$ cat src/rtl/rit_pkg.sv
`timescale 1ns/1ps
package rit_pkg;

    localparam int DATA_W  = 32;
    localparam int ADDR_W  = 8;
    localparam int VAL_W   = 28;
    localparam int NCORE   = 4;
    localparam int CORE_W  = $clog2(NCORE);
    localparam int ROUTE_W = CORE_W + 1;

    // bit positions that software decodes
    localparam int FLAG_BIT    = 31;
    localparam int RESTART_BIT = 30;
    localparam int IE_BIT      = 29;
    localparam int EN_BIT      = 28;

    localparam logic [ADDR_W-1:0] OFS_ROUTE = 8'h24;
    localparam logic [ADDR_W-1:0] OFS_CTRL  = 8'h34;
    localparam logic [ADDR_W-1:0] OFS_ACK   = 8'h38;

    typedef enum logic [1:0] {
        OP_NONE,
        OP_CTRL,
        OP_ACK,
        OP_ROUTE
    } op_e;

    typedef struct packed {
        logic             ie;
        logic             en;
        logic [VAL_W-1:0] period;
    } ctl_t;

    typedef struct packed {
        logic              fiq;
        logic [CORE_W-1:0] core;
    } route_t;

    function automatic op_e decode_op(input logic [ADDR_W-1:0] a);
        op_e o;
        case (a)
            OFS_CTRL:  o = OP_CTRL;
            OFS_ACK:   o = OP_ACK;
            OFS_ROUTE: o = OP_ROUTE;
            default:   o = OP_NONE;
        endcase
        return o;
    endfunction

    function automatic logic [DATA_W-1:0] pack_ctrl(input ctl_t c, input logic flag);
        logic [DATA_W-1:0] w;
        w              = '0;
        w[VAL_W-1:0]   = c.period;
        w[EN_BIT]      = c.en;
        w[IE_BIT]      = c.ie;
        w[FLAG_BIT]    = flag;
        return w;
    endfunction

endpackage

$ cat src/rtl/rit_regs.sv
`timescale 1ns/1ps
module rit_regs
    import rit_pkg::*;
(
    input  logic              clk,
    input  logic              rst,
    input  logic              wr,
    input  logic [ADDR_W-1:0] addr,
    input  logic [DATA_W-1:0] wdata,
    input  logic              flag,
    output ctl_t              ctl,
    output route_t            route,
    output logic              ctrl_wr,
    output logic              wr_en,
    output logic [VAL_W-1:0]  wr_period,
    output logic              ack_clr,
    output logic              restart,
    output logic [DATA_W-1:0] rdata
);

    op_e wop;
    op_e rop;

    assign wop = wr ? decode_op(addr) : OP_NONE;
    assign rop = decode_op(addr);

    always_ff @(posedge clk) begin
        if (rst) begin
            ctl   <= '0;
            route <= '0;
        end else begin
            if (wop == OP_CTRL) begin
                ctl.ie     <= wdata[IE_BIT];
                ctl.en     <= wdata[EN_BIT];
                ctl.period <= wdata[VAL_W-1:0];
            end
            if (wop == OP_ROUTE) begin
                route <= route_t'(wdata[ROUTE_W-1:0]);
            end
        end
    end

    assign ctrl_wr   = (wop == OP_CTRL);
    assign wr_en     = wdata[EN_BIT];
    assign wr_period = wdata[VAL_W-1:0];
    assign ack_clr   = (wop == OP_ACK) && wdata[FLAG_BIT];
    assign restart   = (wop == OP_ACK) && wdata[RESTART_BIT] && ctl.en;

    always_comb begin
        case (rop)
            OP_CTRL:  rdata = pack_ctrl(ctl, flag);
            OP_ROUTE: rdata = DATA_W'(route);
            default:  rdata = '0;
        endcase
    end

endmodule

$ cat src/rtl/rit_counter.sv
`timescale 1ns/1ps
module rit_counter
    import rit_pkg::*;
(
    input  logic             clk,
    input  logic             rst,
    input  logic             tick,
    input  logic             en,
    input  logic [VAL_W-1:0] period,
    input  logic             ctrl_wr,
    input  logic             wr_en,
    input  logic [VAL_W-1:0] wr_period,
    input  logic             restart,
    output logic             expire
);

    logic [VAL_W-1:0] cnt_q;
    logic             step;
    logic             last;

    assign step   = !ctrl_wr && !restart && tick && en && (period != '0);
    assign last   = (cnt_q <= VAL_W'(1));
    assign expire = step && last;

    always_ff @(posedge clk) begin
        if (rst) begin
            cnt_q <= '0;
        end else if (ctrl_wr) begin
            if (wr_en) begin
                cnt_q <= wr_period;
            end
        end else if (restart) begin
            cnt_q <= period;
        end else if (step) begin
            cnt_q <= last ? period : cnt_q - VAL_W'(1);
        end
    end

endmodule

$ cat src/rtl/rit_flag.sv
`timescale 1ns/1ps
module rit_flag (
    input  logic clk,
    input  logic rst,
    input  logic expire,
    input  logic ack_clr,
    input  logic ie,
    output logic flag,
    output logic irq
);

    always_ff @(posedge clk) begin
        if (rst) begin
            flag <= 1'b0;
        end else if (expire) begin
            flag <= 1'b1;
        end else if (ack_clr) begin
            flag <= 1'b0;
        end
    end

    assign irq = flag && ie;

endmodule

$ cat src/rtl/rit_route.sv
`timescale 1ns/1ps
module rit_route
    import rit_pkg::*;
(
    input  logic             irq,
    input  route_t           route,
    output logic [NCORE-1:0] core_sel,
    output logic             fiq_sel,
    output logic [NCORE-1:0] core_irq,
    output logic [NCORE-1:0] core_fiq
);

    assign fiq_sel = route.fiq;

    for (genvar i = 0; i < NCORE; i++) begin : g_core
        assign core_sel[i] = (route.core == CORE_W'(i));
        assign core_irq[i] = irq && core_sel[i] && !route.fiq;
        assign core_fiq[i] = irq && core_sel[i] &&  route.fiq;
    end

endmodule

$ cat src/rtl/rit_top.sv
`timescale 1ns/1ps
module rit_top
    import rit_pkg::*;
(
    input  logic              clk,
    input  logic              rst,
    input  logic              tick_en,
    input  logic              reg_wr,
    input  logic [ADDR_W-1:0] reg_addr,
    input  logic [DATA_W-1:0] reg_wdata,
    output logic [DATA_W-1:0] reg_rdata,
    output logic              timer_irq,
    output logic [NCORE-1:0]  core_sel,
    output logic              fiq_sel,
    output logic [NCORE-1:0]  core_irq,
    output logic [NCORE-1:0]  core_fiq
);

    ctl_t             ctl;
    route_t           route;
    logic             ctrl_wr;
    logic             wr_en;
    logic [VAL_W-1:0] wr_period;
    logic             ack_clr;
    logic             restart;
    logic             expire;
    logic             flag;

    rit_regs u_regs (
        .clk       (clk),
        .rst       (rst),
        .wr        (reg_wr),
        .addr      (reg_addr),
        .wdata     (reg_wdata),
        .flag      (flag),
        .ctl       (ctl),
        .route     (route),
        .ctrl_wr   (ctrl_wr),
        .wr_en     (wr_en),
        .wr_period (wr_period),
        .ack_clr   (ack_clr),
        .restart   (restart),
        .rdata     (reg_rdata)
    );

    rit_counter u_cnt (
        .clk       (clk),
        .rst       (rst),
        .tick      (tick_en),
        .en        (ctl.en),
        .period    (ctl.period),
        .ctrl_wr   (ctrl_wr),
        .wr_en     (wr_en),
        .wr_period (wr_period),
        .restart   (restart),
        .expire    (expire)
    );

    rit_flag u_flag (
        .clk     (clk),
        .rst     (rst),
        .expire  (expire),
        .ack_clr (ack_clr),
        .ie      (ctl.ie),
        .flag    (flag),
        .irq     (timer_irq)
    );

    rit_route u_route (
        .irq      (timer_irq),
        .route    (route),
        .core_sel (core_sel),
        .fiq_sel  (fiq_sel),
        .core_irq (core_irq),
        .core_fiq (core_fiq)
    );

endmodule

$ cat config.mk
export PLATFORM = sky130hd
export DESIGN_NAME = rit_top
export DESIGN_NICKNAME = d
export VERILOG_FILES = /design/src/rtl/rit_pkg.sv /design/src/rtl/rit_regs.sv /design/src/rtl/rit_counter.sv /design/src/rtl/rit_flag.sv /design/src/rtl/rit_route.sv /design/src/rtl/rit_top.sv
export SDC_FILE = /design/constraint.sdc
export NUM_CORES = 1
export LEC_CHECK = 0
export CAP_MARGIN = 10
export CELL_PAD_IN_SITES_DETAIL_PLACEMENT = 1
export CELL_PAD_IN_SITES_GLOBAL_PLACEMENT = 1
export CORE_MARGIN = 1.5
export CORE_UTILIZATION = 39
export DETAILED_ROUTE_END_ITERATION = 10
export GPL_TIMING_DRIVEN = 0
export PLACE_DENSITY = 0.95
export SYNTH_ARGS = -nofsm -noshare
export SYNTH_HDL_FRONTEND = slang
export SYNTH_SLANG_ARGS = --single-unit
$ cat constraint.sdc
create_clock -name clk -period 5.5 [get_ports clk]
set_input_delay 1.375 -clock clk [delete_from_list [all_inputs] [get_ports clk]]
set_output_delay 1.375 -clock clk [all_outputs]
set_load 0.02 [all_outputs]
Word-level counts from Yosys, hierarchy flattened
Cells that the tools add are included.

cells by class
  magnitude comparators = 1
  equal/unequal tests = 12
  add/subtract/negate cells = 1
  reductions and logical operators = 29
  multiplexer cells = 10

operators with widths
  operator                                                                 count
  28-bit two-way mux                                                       5
  32-bit one-hot mux with 2 select lines                                   1
  28-bit by 1-bit <= comparator with 1-bit output (second input constant)  1
  28-bit nonzero test                                                      1
  28-bit by 1-bit subtractor with 28-bit output (second input constant)    1
  8-bit by 6-bit equality test with 1-bit output (second input constant)   3
  1-bit logical AND                                                        21
  2-bit equality test (second input constant)                              5
  2-bit by 1-bit equality test with 1-bit output (second input constant)   3
  2-bit one-hot mux with 3 select lines                                    1
  1-bit zero test                                                          3
  3-bit nonzero test                                                       1
  2-bit zero test                                                          1
  1-bit two-way mux                                                        2
  2-bit two-way mux                                                        1
  2-bit inequality test (second input constant)                            1
  2-bit AND reduction                                                      1
  2-bit nonzero test                                                       1

storage, ports and cells
  word-level logic and storage cells = 60
  bits in registers = 62

Longest topological paths before layout
  word-level depth = 14
  depth in mapped cells = 10
  gate-level depth less buffers = 8

Modules after synthesis
Synthesis repeated with hierarchy kept, for this count alone.

unflattened totals
  cells, all modules = 560
  area total of the unflattened synthesis = 4520.6 um^2

modules (own cells, without submodules)
  module       cells each  area each (um^2)  sequential area each (um^2)  times used
  rit_counter  314         2240.9            560.5                        1
  rit_regs     226         2088.3            660.6                        1
  rit_route    15          146.4             0.0                          1
  rit_flag     5           45.0              20.0                         1

Worst setup path before layout
OpenSTA, ideal clock, no wires.

  path type = input to output
  from = input port reg_addr[7]
  to = output port reg_rdata[11]
  cell stages on the path = 5
  setup slack = 1324 ps
  data arrival time = 2801 ps
  path buffers = 1
  path through = nor3b_1 -> nand3_1 -> nor2_1 -> clkbuf_1 -> and2_1

between the ends
  word-level cells in the longest chain between the ends = 4
  elaborated cells between the ends (all ways) = 7
  those cells by class = 5 x eq/ne; 2 x mux

ends and longest elaborated chain
  what                                                                                   RTL line        text
  start: declaration                                                                     rit_top.sv:9    input logic [ADDR_W-1:0] reg_addr,
  8-bit by 6-bit equality test with 1-bit output                                         rit_pkg.sv:41   case (a)
  2-bit one-hot mux with 3 select lines *                                                rit_pkg.sv:41
  2-bit equality test or 2-bit by 1-bit equality test with 1-bit output (tied branches)  rit_regs.sv:50  case (rop)
  32-bit one-hot mux with 2 select lines *                                               rit_regs.sv:50
  end: declaration                                                                       rit_top.sv:11   output logic [DATA_W-1:0] reg_rdata,

Mark *: on every way between the ends. The rest lies on a longest branch, timed or not.

Worst setup path in the final report
  from = input port reg_addr[5]
  to = output port reg_rdata[27]

The elaborated chain is that of the path after synthesis.

==> flow_summary.json <==
{
  "maxCapViolCount": 0,
  "critPathMaxFanout": 10,
  "whs_path_depth": 2,
  "regArea_sq_um": 1240,
  "yosysMostFrequentCell": "nand2_1",
  "crit_family": "buffers and inverters",
  "drc": 0,
  "dp_hpwl_um": 12500,
  "hold-worst-slack_ps": 479,
  "grt_use_total_pct": 36.8,
  "synthToLayoutAreaGrowth_pct": 32.5,
  "seq_area_frac_synth_pct": 32.5,
  "cts_buffer_depth": 2,
  "power_switching_w": 0.000243,
  "synth_edf_count": 0,
  "die_area_sq_um": 10400,
  "drive_above_1_share_pct": 7.38,
  "synth-xor-area-share_pct": 2.98,
  "arrival_ps": 3930,
  "numCtsBuffers": 9,
  "synthTopCellsByCount": "nand2_1 (95), dfxtp_1 (62), nor2_1 (54), a21oi_1 (42), and2_1 (29)",
  "critical_path_class": "in -> out",
  "wl_um": 18500,
  "power_frac_seq_pct": 46.8,
  "startpoint_type": "primary input",
  "synth.avg_cell_area_sq_um": 7.51,
  "synth-compound-area-share_pct": 25.7,
  "drtIter0Drc": 521,
  "timing.rr.start": "u_cnt.cnt_q[0]",
  "worst_slew_pin_slew_ps": 1110,
  "end_kind": "output port",
  "synth_top_family_by_area": "simple AND/OR/NAND/NOR gates",
  "p_sw_share_pct": 25.3,
  "syn-instance-count": 508,
  "place.gp.congestion": 0.963,
  "synthMuxAreaShare_pct": 2.16,
  "fmax_mhz": 189,
  "synth_top_area_cell": "dfxtp_1",
  "ff2ff_path_depth": 9,
  "port_buffers": 86,
  "path_clk_slew_ps": 70,
  "setup_violations": 0,
  "ys_ff_latch": 62,
  "multiInputGateArea_sq_um": 2430,
  "rows": 35,
  "core_area_sq_um": 9370,
  "status": "complete, no violations",
  "cts.sinks": 62,
  "syn_area_sq_um": 3820,
  "grt_max_degree": 11,
  "worstHoldStart": "u_regs.ctl[29]",
  "num_antenna_cells": 0,
  "r2r_slack_ps": 2240,
  "cp_num_buf_inv": 3,
  "max_stage_delay_ps": 620,
  "grt_overflow": 0,
  "ioPinCount": 90,
  "synth_flop_cell": "dfxtp_1",
  "path_depth": 7,
  "fin_crit_sh_pct": 96.4,
  "power_density_nw_per_um2": 190,
  "cts_tree": "built",
  "crit_top_cell": "clkdlybuf4s50_1",
  "synth_nets": 554,
  "first_pass_iters": 5,
  "synthArstFlopShare_pct": 0,
  "fp.dieW_um": 102,
  "power_frac_comb_pct": 7.8,
  "fin_setup_tns_ps": 0,
  "cts_root_buf": "clkbuf_8",
  "cp-startpoint": "reg_addr[5]",
  "clock_power_share_pct": 45.4,
  "htree_levels": 3,
  "synth-simple-area-share_pct": 31.6,
  "ys_top_cells_by_area": "dfxtp_1 (33%), nand2_1 (9.3%), a21oi_1 (5.5%)",
  "ant_nets": 0,
  "rsz0062_at_grt": "no",
  "fin_worst_skew_ps": 8.56,
  "clock_latency_ps": 370,
  "final_net_count": 651,
  "grt_pass1_wl_um": 28500,
  "initial_core_util_pct": 40.7,
  "hold_class": "reg -> reg",
  "final_max_slew_viol_count": 0,
  "ir_drop_v": 0.000111,
  "die_h_um": 102,
  "fillers": 1176,
  "crit_chain": "clkdlybuf4s50_1 > nor3b_2 > nand3_1 > nor2_4 > clkbuf_2 > and2_1 > clkdlybuf4s50_1",
  "ys_warn_count": 0,
  "synth.top_cell.area_share_pct": 32.5,
  "period_needed_ps": 5300,
  "antenna_found_initial": 0,
  "synthAdderAreaFrac_pct": 0.656,
  "required_ps": 4120,
  "intPower_w": 0.000718,
  "drt-vias-per-instance": 6.64,
  "relSlewSlack_pct": 26.1,
  "ys_types": 71,
  "grt_pass1_vias": 5217,
  "slowest_stage": "clkdlybuf4s50_1",
  "wl_per_cell_um": 25.1,
  "vias": 4907,
  "finalHoldViolations": 0,
  "p_leak_nw": 1.81
}
[repair_timing]
item                                    CTS  global route
pin swaps                                 0             0
resized for setup                         5             1
hold buffers                              0             0
setup buffers                             0             0
endpoints found under the setup margin   28            20
[routing by layer]
| metal | wire length [um] | up-vias | track usage [%] |
|---|---|---|---|
| met5 | 0 | - | 0 |
| met4 | 1350 | 0 | 25.3 |
| met1 | 6810 | 2303 | 42.5 |
| li1 | - | 2029 | - |
| met3 | 1970 | 144 | 10.1 |
| met2 | 8390 | 431 | 59.2 |
[power groups by stage]
stage / clock (W) / sequential, W / combinational (W)
6_report: 0.000436 / 0.000450 / 0.0000752
2_1_floorplan: 0 / 0.000460 / 0.0000261
3_5_place_dp: 0 / 0.000460 / 0.0000709
3_3_place_gp: 0 / 0.000460 / 0.0000691
5_1_grt: 0.000448 / 0.000450 / 0.0000777
4_1_cts: 0.000428 / 0.000450 / 0.0000728
[cell type report]
type / instances / share of cell area, %
multi-input cells: 406 / 48.0
flip-flops and latches: 62 / 24.5
repair buffers: 86 / 17.0
well taps: 129 / 3.19
clock buffers: 12 / 3.07
plain buffers: 32 / 2.70
clock inverters: 4 / 0.891
inverters: 8 / 0.594
[cell families (layout without fill, tap and decap cells)]
family | count (synthesis) | count (layout)
fa+ha+maj | 2 | 2
buf+inv | 40 | 142
compound gates | 133 | 133
xor+xnor | 13 | 13
flops | 62 | 62
other cells | 1 | 1
simple gates | 249 | 249
mux | 8 | 8
[flip-flops by register name (all words and copies together) (netlist names)]
signal	count
u_regs.route	3
u_flag.flag	1
u_regs.ctl	30
u_cnt.cnt_q	28
[worst reg2reg max path: stages (launching register included)]
cell and delay [ps]:
dfxtp_1 520, inv_1 90, ha_1 200, clkbuf_1 240
o21ba_2 280, and4_1 230, a21boi_1 880, mux2_2 320
nand2_1 70, a311oi_1 340
[per-stage QoR]
| step | instances | utilization (%) | area, sq um | worst slack, ps | total power (W) |
|---|---|---|---|---|---|
| floorplan | 508 | - | 3820 | 1320 | 0.000486 |
| global placement | 723 | 51.6 | 4840 | -347 | 0.000529 |
| detailed placement | 723 | 51.6 | 4840 | -432 | 0.000531 |
| CTS | 739 | 53.9 | 5050 | 100 | 0.000951 |
| global route | 739 | 54.0 | 5060 | 69.7 | 0.000975 |
| finish | 739 | 54.0 | 5060 | 198 | 0.000961 |
[placed cells by master (no fill, tap or decap), types with 8 or more instances in the layout]
cell type,instances
nand4_1,8
o211ai_1,13
nand2_1,95
nor4_1,11
and2_1,29
clkbuf_1,25
dfxtp_1,62
inv_1,8
nor2_1,53
clkbuf_8,11
o21ai_0,11
a21oi_1,42
nand3_1,11
clkdlybuf4s50_1,86
nor3_1,10
[worst paths after layout]
path,endpoint
setup reg to reg,u_cnt.cnt_q[10]
setup / recovery,reg_rdata[27]
hold / removal,u_regs.ctl[29]
hold reg to reg,u_regs.ctl[29]
Power figures use the tool's default switching activity.
